--- config.mk ---
export PLATFORM = sky130hd
export DESIGN_NAME = tfp_cyclic_eval
export DESIGN_NICKNAME = d
export VERILOG_FILES = /design/src/rtl/tfp_pkg.sv /design/src/rtl/tfp_node.sv /design/src/rtl/tfp_pick.sv /design/src/rtl/tfp_seq.sv /design/src/rtl/tfp_cyclic_eval.sv
export SDC_FILE = /design/constraint.sdc
export NUM_CORES = 1
export LEC_CHECK = 0
export ABC_AREA = 1
export BUFFER_PORTS_ARGS = -buffer_cell sky130_fd_sc_hd__buf_4
export CORE_AREA = 2 2 39 41
export CTS_CLUSTER_DIAMETER = 80
export CTS_CLUSTER_SIZE = 24
export DETAILED_ROUTE_END_ITERATION = 8
export DIE_AREA = 0 0 41 43
export PLACE_DENSITY = 0.67
export SLEW_MARGIN = 20
export SYNTH_ARGS = -nofsm -noshare
export SYNTH_HDL_FRONTEND = slang
export SYNTH_SLANG_ARGS = --single-unit
--- constraint.sdc ---
create_clock -name clk -period 1.3 [get_ports clk]
set_clock_uncertainty 0.15 [all_clocks]
set_input_delay 0.13 -clock clk [delete_from_list [all_inputs] [get_ports clk]]
set_output_delay 0.13 -clock clk [all_outputs]
set_load 0.02 [all_outputs]
--- src/rtl/tfp_pkg.sv ---
package tfp_pkg;

    localparam int unsigned NUM_NODES  = 2;
    localparam int unsigned FANIN      = 2;
    localparam int unsigned CNT_W      = $clog2(FANIN + 1);

    // Three-valued wire: bit1 = known, bit0 = value
    typedef enum logic [1:0] {
        TV_UNDEF = 2'b00,
        TV_ZERO  = 2'b10,
        TV_ONE   = 2'b11
    } tval_t;

    typedef enum logic [1:0] {
        PH_IDLE = 2'b00,
        PH_LOAD = 2'b01,
        PH_EVAL = 2'b10
    } phase_t;

    typedef struct packed {
        logic found;
        logic value;
    } fact_t;

    typedef struct packed {
        logic x_known;
        logic x_value;
        logic y_known;
        logic y_value;
        logic constr;
    } result_t;

    function automatic logic tv_known(input tval_t t);
        return (t == TV_ZERO) || (t == TV_ONE);
    endfunction

    function automatic logic tv_bit(input tval_t t);
        return (t == TV_ONE);
    endfunction

    function automatic tval_t tv_from_bit(input logic b);
        return b ? TV_ONE : TV_ZERO;
    endfunction

    // Constructive AND-NOT: out = direct & ~negated
    function automatic fact_t andnot_derive(input tval_t direct, input tval_t negated);
        fact_t f;
        f.found = 1'b0;
        f.value = 1'b0;
        if (direct == TV_ZERO || negated == TV_ONE) begin
            f.found = 1'b1;
            f.value = 1'b0;
        end else if (direct == TV_ONE && negated == TV_ZERO) begin
            f.found = 1'b1;
            f.value = 1'b1;
        end
        return f;
    endfunction

endpackage

--- src/rtl/tfp_node.sv ---
module tfp_node
    import tfp_pkg::*;
(
    input  logic             clk,
    input  logic             rst,
    input  logic             clear,
    input  logic             intake,
    input  logic             commit,
    input  logic             peer_commit,
    input  tval_t            op_direct,
    input  tval_t            op_negated,
    output tval_t            value,
    output fact_t            cand,
    output logic [CNT_W-1:0] pending
);

    fact_t derived;
    logic [CNT_W-1:0] arrivals;

    always_comb begin
        derived = andnot_derive(op_direct, op_negated);
        if (tv_known(value)) begin
            cand.found = 1'b0;
            cand.value = 1'b0;
        end else begin
            cand = derived;
        end
    end

    always_comb begin
        arrivals = '0;
        if (intake)
            arrivals = arrivals + CNT_W'(1);
        if (peer_commit)
            arrivals = arrivals + CNT_W'(1);
    end

    always_ff @(posedge clk) begin
        if (rst) begin
            value   <= TV_UNDEF;
            pending <= '0;
        end else if (clear) begin
            value   <= TV_UNDEF;
            pending <= CNT_W'(FANIN);
        end else begin
            if (commit && cand.found)
                value <= tv_from_bit(cand.value);
            if (pending >= arrivals)
                pending <= pending - arrivals;
            else
                pending <= '0;
        end
    end

endmodule

--- src/rtl/tfp_pick.sv ---
module tfp_pick #(
    parameter int unsigned N = 2
) (
    input  logic         enable,
    input  logic [N-1:0] req,
    output logic [N-1:0] grant,
    output logic         any
);

    always_comb begin
        grant = '0;
        any   = 1'b0;
        for (int k = 0; k < N; k++) begin
            if (enable && req[k] && !any) begin
                grant[k] = 1'b1;
                any      = 1'b1;
            end
        end
    end

endmodule

--- src/rtl/tfp_seq.sv ---
module tfp_seq
    import tfp_pkg::*;
(
    input  logic   clk,
    input  logic   rst,
    input  logic   start,
    input  logic   any_fact,
    output phase_t phase,
    output logic   accept,
    output logic   intake,
    output logic   eval_en,
    output logic   finish
);

    phase_t phase_nx;

    always_comb begin
        accept  = start && (phase == PH_IDLE);
        intake  = (phase == PH_LOAD);
        eval_en = (phase == PH_EVAL);
        finish  = eval_en && !any_fact;
    end

    always_comb begin
        phase_nx = phase;
        case (phase)
            PH_IDLE: if (accept) phase_nx = PH_LOAD;
            PH_LOAD: phase_nx = PH_EVAL;
            PH_EVAL: if (finish) phase_nx = PH_IDLE;
            default: phase_nx = PH_IDLE;
        endcase
    end

    always_ff @(posedge clk) begin
        if (rst)
            phase <= PH_IDLE;
        else
            phase <= phase_nx;
    end

endmodule

--- src/rtl/tfp_cyclic_eval.sv ---
module tfp_cyclic_eval
    import tfp_pkg::*;
(
    input  logic clk,
    input  logic rst,
    input  logic start,
    input  logic in_a,
    input  logic in_b,
    output logic done,
    output logic constructive,
    output logic x_known,
    output logic x_value,
    output logic y_known,
    output logic y_value
);

    phase_t phase;
    logic   accept, intake, eval_en, finish, any_fact;

    logic [NUM_NODES-1:0] lat_in;
    tval_t                in_tv   [NUM_NODES];
    tval_t                node_val[NUM_NODES];
    fact_t                node_cand[NUM_NODES];
    logic [CNT_W-1:0]     node_pend[NUM_NODES];
    logic [NUM_NODES-1:0] req, grant;
    result_t              res;

    tfp_seq u_seq (
        .clk      (clk),
        .rst      (rst),
        .start    (start),
        .any_fact (any_fact),
        .phase    (phase),
        .accept   (accept),
        .intake   (intake),
        .eval_en  (eval_en),
        .finish   (finish)
    );

    always_ff @(posedge clk) begin
        if (rst)
            lat_in <= '0;
        else if (accept)
            lat_in <= {in_b, in_a};
    end

    // Node g takes input g directly and the opposite node negated
    for (genvar g = 0; g < NUM_NODES; g++) begin : g_node
        assign in_tv[g] = tv_from_bit(lat_in[g]);
        assign req[g]   = node_cand[g].found;

        tfp_node u_node (
            .clk         (clk),
            .rst         (rst),
            .clear       (accept),
            .intake      (intake),
            .commit      (grant[g]),
            .peer_commit (grant[NUM_NODES-1-g]),
            .op_direct   (in_tv[g]),
            .op_negated  (node_val[NUM_NODES-1-g]),
            .value       (node_val[g]),
            .cand        (node_cand[g]),
            .pending     (node_pend[g])
        );
    end

    tfp_pick #(.N(NUM_NODES)) u_pick (
        .enable (eval_en),
        .req    (req),
        .grant  (grant),
        .any    (any_fact)
    );

    always_ff @(posedge clk) begin
        if (rst) begin
            res  <= '0;
            done <= 1'b0;
        end else begin
            done <= finish;
            if (finish) begin
                res.x_known <= tv_known(node_val[0]);
                res.x_value <= tv_bit(node_val[0]);
                res.y_known <= tv_known(node_val[1]);
                res.y_value <= tv_bit(node_val[1]);
                res.constr  <= tv_known(node_val[0]) && tv_known(node_val[1]);
            end
        end
    end

    assign constructive = res.constr;
    assign x_known      = res.x_known;
    assign x_value      = res.x_value;
    assign y_known      = res.y_known;
    assign y_value      = res.y_value;

endmodule

=== After elaboration in Yosys (flattened, before gate mapping) ===
Cells that the tools add are included.
W data, S select, Z words.

* Register bits: 14
* Bits in latches: 0
* Bits in writable memories: 0
* ROM bits: 0
* Bits of input ports: 5
* Output and inout bits: 6
* Logic and storage cells: 57
* Memories: 0

* Add/subtract/negate cells: 0
* Multipliers: 0
* Divide/modulo/power cells: 0
* Magnitude comparators: 0
* Eq/ne operators: 12
* Shifts and indexed selects: 0
* Muxes and demuxes: 16
* Bitwise operators: 0
* Reductions and logical operators: 19

{| class="wikitable"
|+ Operators by type and width
! kind !! count
|-
| $eq A2 B2 Y1 const B || 9
|-
| $mux W2 || 8
|-
| $logic_and A1 B1 Y1 || 10
|-
| $mux W1 || 7
|-
| $pmux W2 S3 || 1
|-
| $logic_or A1 B1 Y1 || 4
|-
| $ne A2 B2 Y1 const B || 2
|-
| $eq A2 B1 Y1 const B || 1
|-
| $logic_not A1 Y1 || 2
|-
| $logic_not A2 Y1 || 1
|-
| $reduce_and A2 Y1 || 1
|-
| $reduce_or A2 Y1 || 1
|}

=== Logic depth before layout (Yosys ltp) ===
Gate-level depths: netlist of run 1.

* Depth in word-level cells: 15
* Depth in mapped cells: 7

=== Cells and area by module ===
Synthesis of run 1 repeated with hierarchy kept, for this count alone.

* Cells, all modules: 135
* Area, all modules: 948.4 um^2

{| class="wikitable"
|+ By module, submodules not included
! module !! instances !! cells an instance !! area each (um^2) !! sequential area each (um^2)
|-
| tfp_node || 2 || 41 || 279.0 || 80.1
|-
| tfp_cyclic_eval || 1 || 34 || 270.3 || 160.2
|-
| tfp_seq || 1 || 14 || 98.8 || 40.0
|-
| tfp_pick || 1 || 5 || 21.3 || 0.0
|}

=== Worst setup path after synthesis of run 1 ===
Ideal clock, no wire load.

* Kind: register -> register
* Start point: reg g_node[1].u_node.value[1]
* End point: reg u_seq.phase[1]
* Arrival time: 0.868 ns
* Data required time: 1.035 ns
* Path slack: 0.166 ns
* Cell stages (with the launch flop): 7
* Buffers on the path: 0
* Clock period less this slack: 1.134 ns
* Cells stage by stage: dfxtp_1 inv_1 nand2_1 nand3_2 nand2_1 o21ai_0 inv_1

* Longest elaborated chain between the ends: 14
* Elaborated cells on any way between the ends: 19

{| class="wikitable"
|+ Ends and longest elaborated chain
! what !! RTL line !! RTL
|-
| from (decl) || tfp_node.sv:12 || <nowiki>output tval_t value,</nowiki>
|-
| from (signal assigned) || tfp_node.sv:47 || <nowiki>value <= tv_from_bit(cand.value);</nowiki>
|-
| $eq A2 B2 Y1 || tfp_pkg.sv:34, tfp_pkg.sv:53 ||
|-
| $logic_and A1 B1 Y1 || tfp_pkg.sv:53 || <nowiki>end else if (direct == TV_ONE && negated == TV_ZERO) begin</nowiki>
|-
| $mux W2 || tfp_pkg.sv:53 ||
|-
| $mux W2 || tfp_pkg.sv:50 || <nowiki>if (direct == TV_ZERO || negated == TV_ONE) begin</nowiki>
|-
| $mux W2 || tfp_node.sv:22 || <nowiki>if (tv_known(value)) begin</nowiki>
|-
| $logic_and A1 B1 Y1 || tfp_pick.sv:14 || <nowiki>if (enable && req[k] && !any) begin</nowiki>
|-
| $mux W1 || tfp_pick.sv:14 ||
|-
| $logic_not A1 Y1 || tfp_pick.sv:14 ||
|-
| $logic_and A1 B1 Y1 || tfp_pick.sv:14 ||
|-
| $mux W1 (*) || tfp_pick.sv:14 ||
|-
| $logic_not A1 Y1 (*) || tfp_seq.sv:21 || <nowiki>finish = eval_en && !any_fact;</nowiki>
|-
| $logic_and A1 B1 Y1 (*) || tfp_seq.sv:21 ||
|-
| $ne A2 B2 Y1 (no source line) (*) || - ||
|-
| $reduce_and A2 Y1 (no source line) (*) || - ||
|-
| to (signal assigned) || tfp_seq.sv:38 || <nowiki>phase <= phase_nx;</nowiki>
|-
| to (decl) || tfp_seq.sv:8 || <nowiki>output phase_t phase,</nowiki>
|}

Mark *: on every way between the ends. The rest lies on a longest branch, timed or not.
A chain may end at the register's enable or synchronous reset.

=== Worst setup path in the final report of run 1 ===
* Start point: reg u_seq.phase[1]
* End point: reg g_node[1].u_node.value[0]

* Longest elaborated chain between the ends: 7
* Elaborated cells on any way between the ends: 11

{| class="wikitable"
|+ Ends and longest elaborated chain
! what !! RTL line !! RTL
|-
| $eq A2 B2 Y1 || tfp_seq.sv:20 || <nowiki>eval_en = (phase == PH_EVAL);</nowiki>
|-
| $logic_and A1 B1 Y1 || tfp_pick.sv:14 ||
|-
| $mux W1 || tfp_pick.sv:14 ||
|-
| $logic_not A1 Y1 || tfp_pick.sv:14 ||
|-
| $logic_and A1 B1 Y1 || tfp_pick.sv:14 ||
|-
| $mux W1 || tfp_pick.sv:14 ||
|-
| $logic_and A1 B1 Y1 || tfp_node.sv:46 || <nowiki>if (commit && cand.found)</nowiki>
|}

Parallel ways exist; a longest one is shown, timed or not.

==> results of run 1 <==
[power groups by stage]
stage          Combinational (mW)  Clock, mW  Sequential (mW)
2_1_floorplan               0.150          0            0.484
4_1_cts                     0.194      0.239            0.477
6_report                    0.194      0.235            0.478
5_1_grt                     0.220      0.269            0.482
3_5_place_dp                0.183          0            0.487
3_3_place_gp                0.182          0            0.486
[critical path, cell delays in order (launching register included)]
cell and delay [ns]:
dfxtp_1 0.34, inv_2 0.08, nor2_8 0.13, nand3_2 0.17, a21oi_1 0.18, nor2_1 0.06
[path summary, 6_finish.rpt]
kind / startpoint / end / slack, ns / cells past startpoint
worst max-delay path: u_seq.phase[1] / g_node[1].u_node.value[0] / 0.10 / 5
worst min register to register: x_known / x_known / 0.32 / 2
worst max register to register: u_seq.phase[1] / g_node[1].u_node.value[0] / 0.10 / 5
worst min-delay path: x_known / x_known / 0.32 / 2
[registers in the layout (all words and copies together), names as in the netlist]
signal               flops
constructive             1
done                     1
g_node.u_node.value      4
lat_in                   2
u_seq.phase              2
x_known                  1
x_value                  1
y_known                  1
y_value                  1
[metrics by stage]
stage                     cell area [um2]  util [%]
after detailed placement              707      51.1
after CTS                             769      55.6
final                                 773      55.9
after global routing                  773      55.9
after global placement                707      51.1
after floorplan                       616         -
[layout by cell type (no fill, tap or decap), types with 3 or more instances in the layout]
cell type,synthesis,routed
nand2_1,10,10
a21oi_1,7,6
dlygate4sd3_1,0,4
buf_4,0,11
nand3_1,4,4
inv_1,5,4
clkbuf_4,0,3
a21oi_2,2,3
nor2_1,11,11
inv_2,4,5
o21ai_0,3,3
dfxtp_1,14,14
[area by class of cell]
type | count | area (um2)
repair buffers | 15 | 123
clock buffers | 3 | 22.5
well taps | 16 | 20.0
flip-flops and latches | 14 | 280
multi-input cells | 48 | 288
inverters | 10 | 40.0
fillers | 143 | 611
[Yosys cell counts (all sizes together)]
library cell  instances
nand3                 7
buf                   1
dfxtp                14
nand4                 2
o21ai                 4
inv                  10
a21oi                 9
nor2                 14
nand2                12
[timing repair]
action,CTS,global route
endpoints found under the setup margin,0,8
hold buffers,4,0
setup buffers,0,0
gates resized for setup,0,2
hold endpoints to repair,9,0
[cell families after synthesis]
kind of cell | synth area share [%]
AO/OA/AOI/OAI | 12.4
flip-flops | 45.5
AND/OR/NAND/NOR | 33.7
buffers and inverters | 8.33
[layer usage]
metal  vias to the layer above  part of all wire (%)
met5                         -                     0
met4                         0                     0
met3                         0                   3.6
li1                        272                     -
met1                       222                    49
met2                         8                    48
==> flow_summary.json, run 1 <==
{
  "p_seq_share_pct": 52.7,
  "cts_root_buf": "clkbuf_4",
  "p_comb_share_pct": 21.4,
  "dp_slack_ns": 0.0648,
  "yosys-top-cells-area": "dfxtp_1, nor2_1, nor2_8",
  "diodes": 0,
  "dp_hpwl_um": 764,
  "drt_iter0_drc": 3,
  "yosysTopAreaCell": "dfxtp_1",
  "power_mw": 0.907,
  "die_area_um2": 1760,
  "busiest_layer": "met2",
  "layoutNonFillerInstCount": 106,
  "worstSetupPathType": "reg -> reg",
  "rows": 14,
  "fin_crit_ns": 1.20,
  "clkPwrFrac_pct": 25.9,
  "p_switching_mw": 0.271,
  "wl_um": 1030,
  "grt_overflow": 0,
  "cts_tree": "built",
  "setup_slack_ns": 0.100,
  "maxCapViolations": 0,
  "p_int_mw": 0.636,
  "vias": 502,
  "ys_types": 18,
  "wire_per_inst_um": 9.75,
  "use_met2_pct": 22.5,
  "clockBufferDepth": 2,
  "synth_top_cell_area_share_pct": 45.5,
  "initial_utilization_pct": 44.5,
  "synth_nets": 78,
  "ant_nets": 0,
  "antenna_found_initial": 0,
  "min_path_type": "reg -> reg",
  "ys_seq_area_share_pct": 45.5,
  "hold_slack_ns": 0.317,
  "die_x_um": 41,
  "area_delta_synth_final_pct": 25.6,
  "via_per_inst": 4.74,
  "tightestPinTransition_ns": 0.230,
  "required_ns": 1.32,
  "crit_fanout": 7,
  "ys_warn_count": 0,
  "grt_util_all_layers_pct": 15.4,
  "cp_data_arrival_time_ns": 1.22,
  "setup_viol": 0,
  "cts.clk_slew.worst_paths_ns": 0.08,
  "drc": 0,
  "worstSetupEndpointType": "register",
  "final.setup.tns_ns": 0,
  "grt_pass1_vias": 464,
  "dr.pass1.iters": 4,
  "max_slew_margin_pct": 84.6,
  "outcome": "finished, final reports clean",
  "grt_first_pass_wirelength_um": 1850,
  "p_sw_share_pct": 29.9,
  "rsz0062_at_grt": "no",
  "cts_buffers": 3,
  "drive_above_1_share_pct": 35.6,
  "grt_max_degree": 10,
  "critPathLaunchType": "register",
  "io_pins": 11,
  "synth.avg_cell_area_um2": 8.43,
  "numPortBuffers": 10,
  "fin_nets": 97,
  "p_leak_nw": 0.344,
  "clkLatencyLatePin_ns": 0.27,
  "slew_violations": 0,
  "gp_congestion": 0.774,
  "power.density_nw_per_um2": 1170,
  "cts.sinks": 14,
  "dp_cells": 99,
  "h-tree-depth": 1,
  "fmax_mhz": 833,
  "syn_inst": 73,
  "fin_crit_sh_pct": 92.3,
  "synth_area_um2": 616,
  "ys_ff_latch": 14,
  "max-vdd-ir-drop_mv": 0.745,
  "core_area_um2": 1380,
  "met3_usage_pct": 4.71,
  "hold_viol": 0,
  "use_met1_pct": 19.4,
  "die_h_um": 43
}
No activity file was read; power rests on OpenSTA's default activity.
==> inputs of run 2 (changes only) <==
--- a/config.mk
+++ b/config.mk
@@ -7,12 +7,12 @@
 export LEC_CHECK = 0
 export ABC_AREA = 1
 export BUFFER_PORTS_ARGS = -buffer_cell sky130_fd_sc_hd__buf_4
-export CORE_AREA = 2 2 39 41
+export CORE_MARGIN = 2
+export CORE_UTILIZATION = 46
 export CTS_CLUSTER_DIAMETER = 80
 export CTS_CLUSTER_SIZE = 24
 export DETAILED_ROUTE_END_ITERATION = 8
-export DIE_AREA = 0 0 41 43
-export PLACE_DENSITY = 0.67
+export PLACE_DENSITY = 0.69
 export SLEW_MARGIN = 20
 export SYNTH_ARGS = -nofsm -noshare
 export SYNTH_HDL_FRONTEND = slang
==> constraint.sdc (replaced) <==
create_clock -name clk -period 1 [get_ports clk]
set_clock_uncertainty 0.15 [all_clocks]
set_input_delay 0.1 -clock clk [delete_from_list [all_inputs] [get_ports clk]]
set_output_delay 0.1 -clock clk [all_outputs]
set_load 0.02 [all_outputs]
==> run 2 against run 1 <==
The run now ends with negative hold slack, negative setup slack left. Final area increased by 22%. Sequential power grew 32%. Utilization rose by 19 points. Maximum frequency is 2.6% higher. Sequential share of layout area shrank 5.2 points. Register-to-register slack worse by 0.27 ns. Setup slack got worse by 0.27 ns. Routed wire length up 28%. Non-clock buffer count up 7.
==> flow_summary.json, run 2 (same netlist as run 1, synthesis figures left out) <==
{
  "rsz0062_at_grt": "yes",
  "dp_slack_ns": -0.167,
  "fin_nets": 104,
  "drive_above_1_share_pct": 64.3,
  "mostFrequentLayoutCells": "buf_4, nor2_1, dfxtp_2, nand2_1, buf_6",
  "grt_pass1_vias": 441,
  "numPortBuffers": 10,
  "largest_reg_flops": 4,
  "crit_start": "u_seq.phase[1]",
  "crit_buf_inv": 4,
  "final_util_pct": 74.6,
  "grt_util_all_layers_pct": 16.7,
  "cts.sinks": 14,
  "fmax_mhz": 855,
  "core_area_um2": 1270,
  "cts_tree": "built",
  "min_from": "rst",
  "cts.clk_slew.worst_paths_ns": 0.09,
  "rrSetupSlack_ns": -0.17,
  "wl_um": 1320,
  "crit_fanout": 4,
  "reg.largest.list": "g_node.u_node.value (4), lat_in (2), u_seq.phase (2)",
  "fin_crit_sh_pct": 117,
  "grt_overflow": 0,
  "hold_slack_ns": -0.0369,
  "gp_congestion": 0.782,
  "power_mw": 1.43,
  "clockBufferDepth": 2,
  "die_h_um": 40.6,
  "cts_root_buf": "clkbuf_4",
  "maxCapViolations": 0,
  "max_slew_margin_pct": 81.5,
  "via_per_inst": 4.82,
  "outcome": "finished with violations",
  "grt_first_pass_wirelength_um": 1790,
  "slowest_delay_ns": 0.36,
  "setup_viol": 14,
  "critPathLaunchType": "register",
  "worstSetupEndpointType": "register",
  "wire_per_inst_um": 11.7,
  "cp_data_arrival_time_ns": 1.23,
  "ant_nets": 0,
  "tightestPinTransition_ns": 0.277,
  "drc": 0,
  "final.setup.tns_ns": -1.50,
  "crit_top_cell": "inv_4",
  "fin_crit_ns": 1.17,
  "largest_register": "g_node.u_node.value",
  "die_x_um": 40.6,
  "reg2reg_from": "u_seq.phase[1]",
  "dr.pass1.iters": 4,
  "reg2reg_depth": 7,
  "crit_chain": "inv_4, buf_4, nand3_4, inv_4, nor2_8, inv_2, a21oi_2",
  "mostFrequentLayoutCell": "buf_4",
  "slew_violations": 0,
  "r2r-end": "g_node[1].u_node.value[1]",
  "cts_buffers": 3,
  "p_leak_nw": 0.401,
  "worstSetupPathType": "reg -> reg",
  "required_ns": 1.06,
  "slowest_stage": "dfxtp_2",
  "violations": "negative hold slack, negative setup slack",
  "antenna_found_initial": 0,
  "h-tree-depth": 1,
  "vias": 545,
  "path_delay_family": "flip-flops",
  "max-vdd-ir-drop_mv": 1.06,
  "cp.depth": 7,
  "initial_utilization_pct": 48.5,
  "rows": 13,
  "setup_slack_ns": -0.169,
  "io_pins": 11,
  "hold_viol": 4,
  "drt_iter0_drc": 13,
  "die_area_um2": 1650,
  "area_delta_synth_final_pct": 53.7,
  "dp_hpwl_um": 859,
  "power.density_nw_per_um2": 1510,
  "diodes": 0,
  "clkLatencyLatePin_ns": 0.28,
  "grt_max_degree": 10,
  "endpoint": "g_node[1].u_node.value[1]",
  "min_path_type": "in -> reg"
}
## run 2: per-layer routing
metal	GRT usage, %	vias up	wire, um
met5	0	-	0
met3	3.33	2	29
li1	-	287	-
met2	25.0	6	619
met4	10.0	0	11
met1	21.7	250	658
## run 2: how the worst min path moves through the flow
stage | cells past startpoint | slack [ns] | end
2_1_floorplan | 2 | 0.11 | u_seq.phase[0]
3_3_place_gp | 2 | 0.22 | u_seq.phase[0]
3_5_place_dp | 3 | 0.22 | lat_in[1]
4_1_cts | 2 | -0.08 | x_value
5_1_grt | 4 | -0.02 | g_node[1].u_node.value[0]
6_report | 4 | -0.04 | g_node[0].u_node.value[0]
## run 2: timing repair
item | CTS | global route
resized for setup | 16 | 12
endpoints found under the hold margin | 9 | 7
buffers inserted | 0 | 3
hold buffers | 2 | 1
cloned | 0 | 0
pin swaps | 5 | 1
setup endpoints to repair | 18 | 15
## run 2: worst register-to-register path: cells and delay by family (launching register included)
kind	cells	cell delay, ns
and+or+nand+nor	2	0.18
buffers and inverters	4	0.31
DFF	1	0.36
AOI/OAI and AO/OA	1	0.10
## run 2: final cells by class
cell class	instances	area (um2)
flip-flops and latches	14	294
repair buffers	22	195
fillers	90	323
inverters	10	47.5
well taps	15	18.8
multi-input cells	48	354
clock buffers	4	36.3
## run 2: report_power, final
group | total, mW | internal, mW | switching (mW)
Sequential | 0.629 | 0.594 | 0.0350
Combinational | 0.384 | 0.162 | 0.222
Clock | 0.419 | 0.221 | 0.197
Total | 1.43 | 0.978 | 0.455
## run 2: per-stage QoR
stage | cells | cell area (um2)
after floorplan | 73 | 652
after global placement | 103 | 779
after detailed placement | 103 | 779
after CTS | 109 | 867
after global routing | 113 | 946
final | 113 | 946
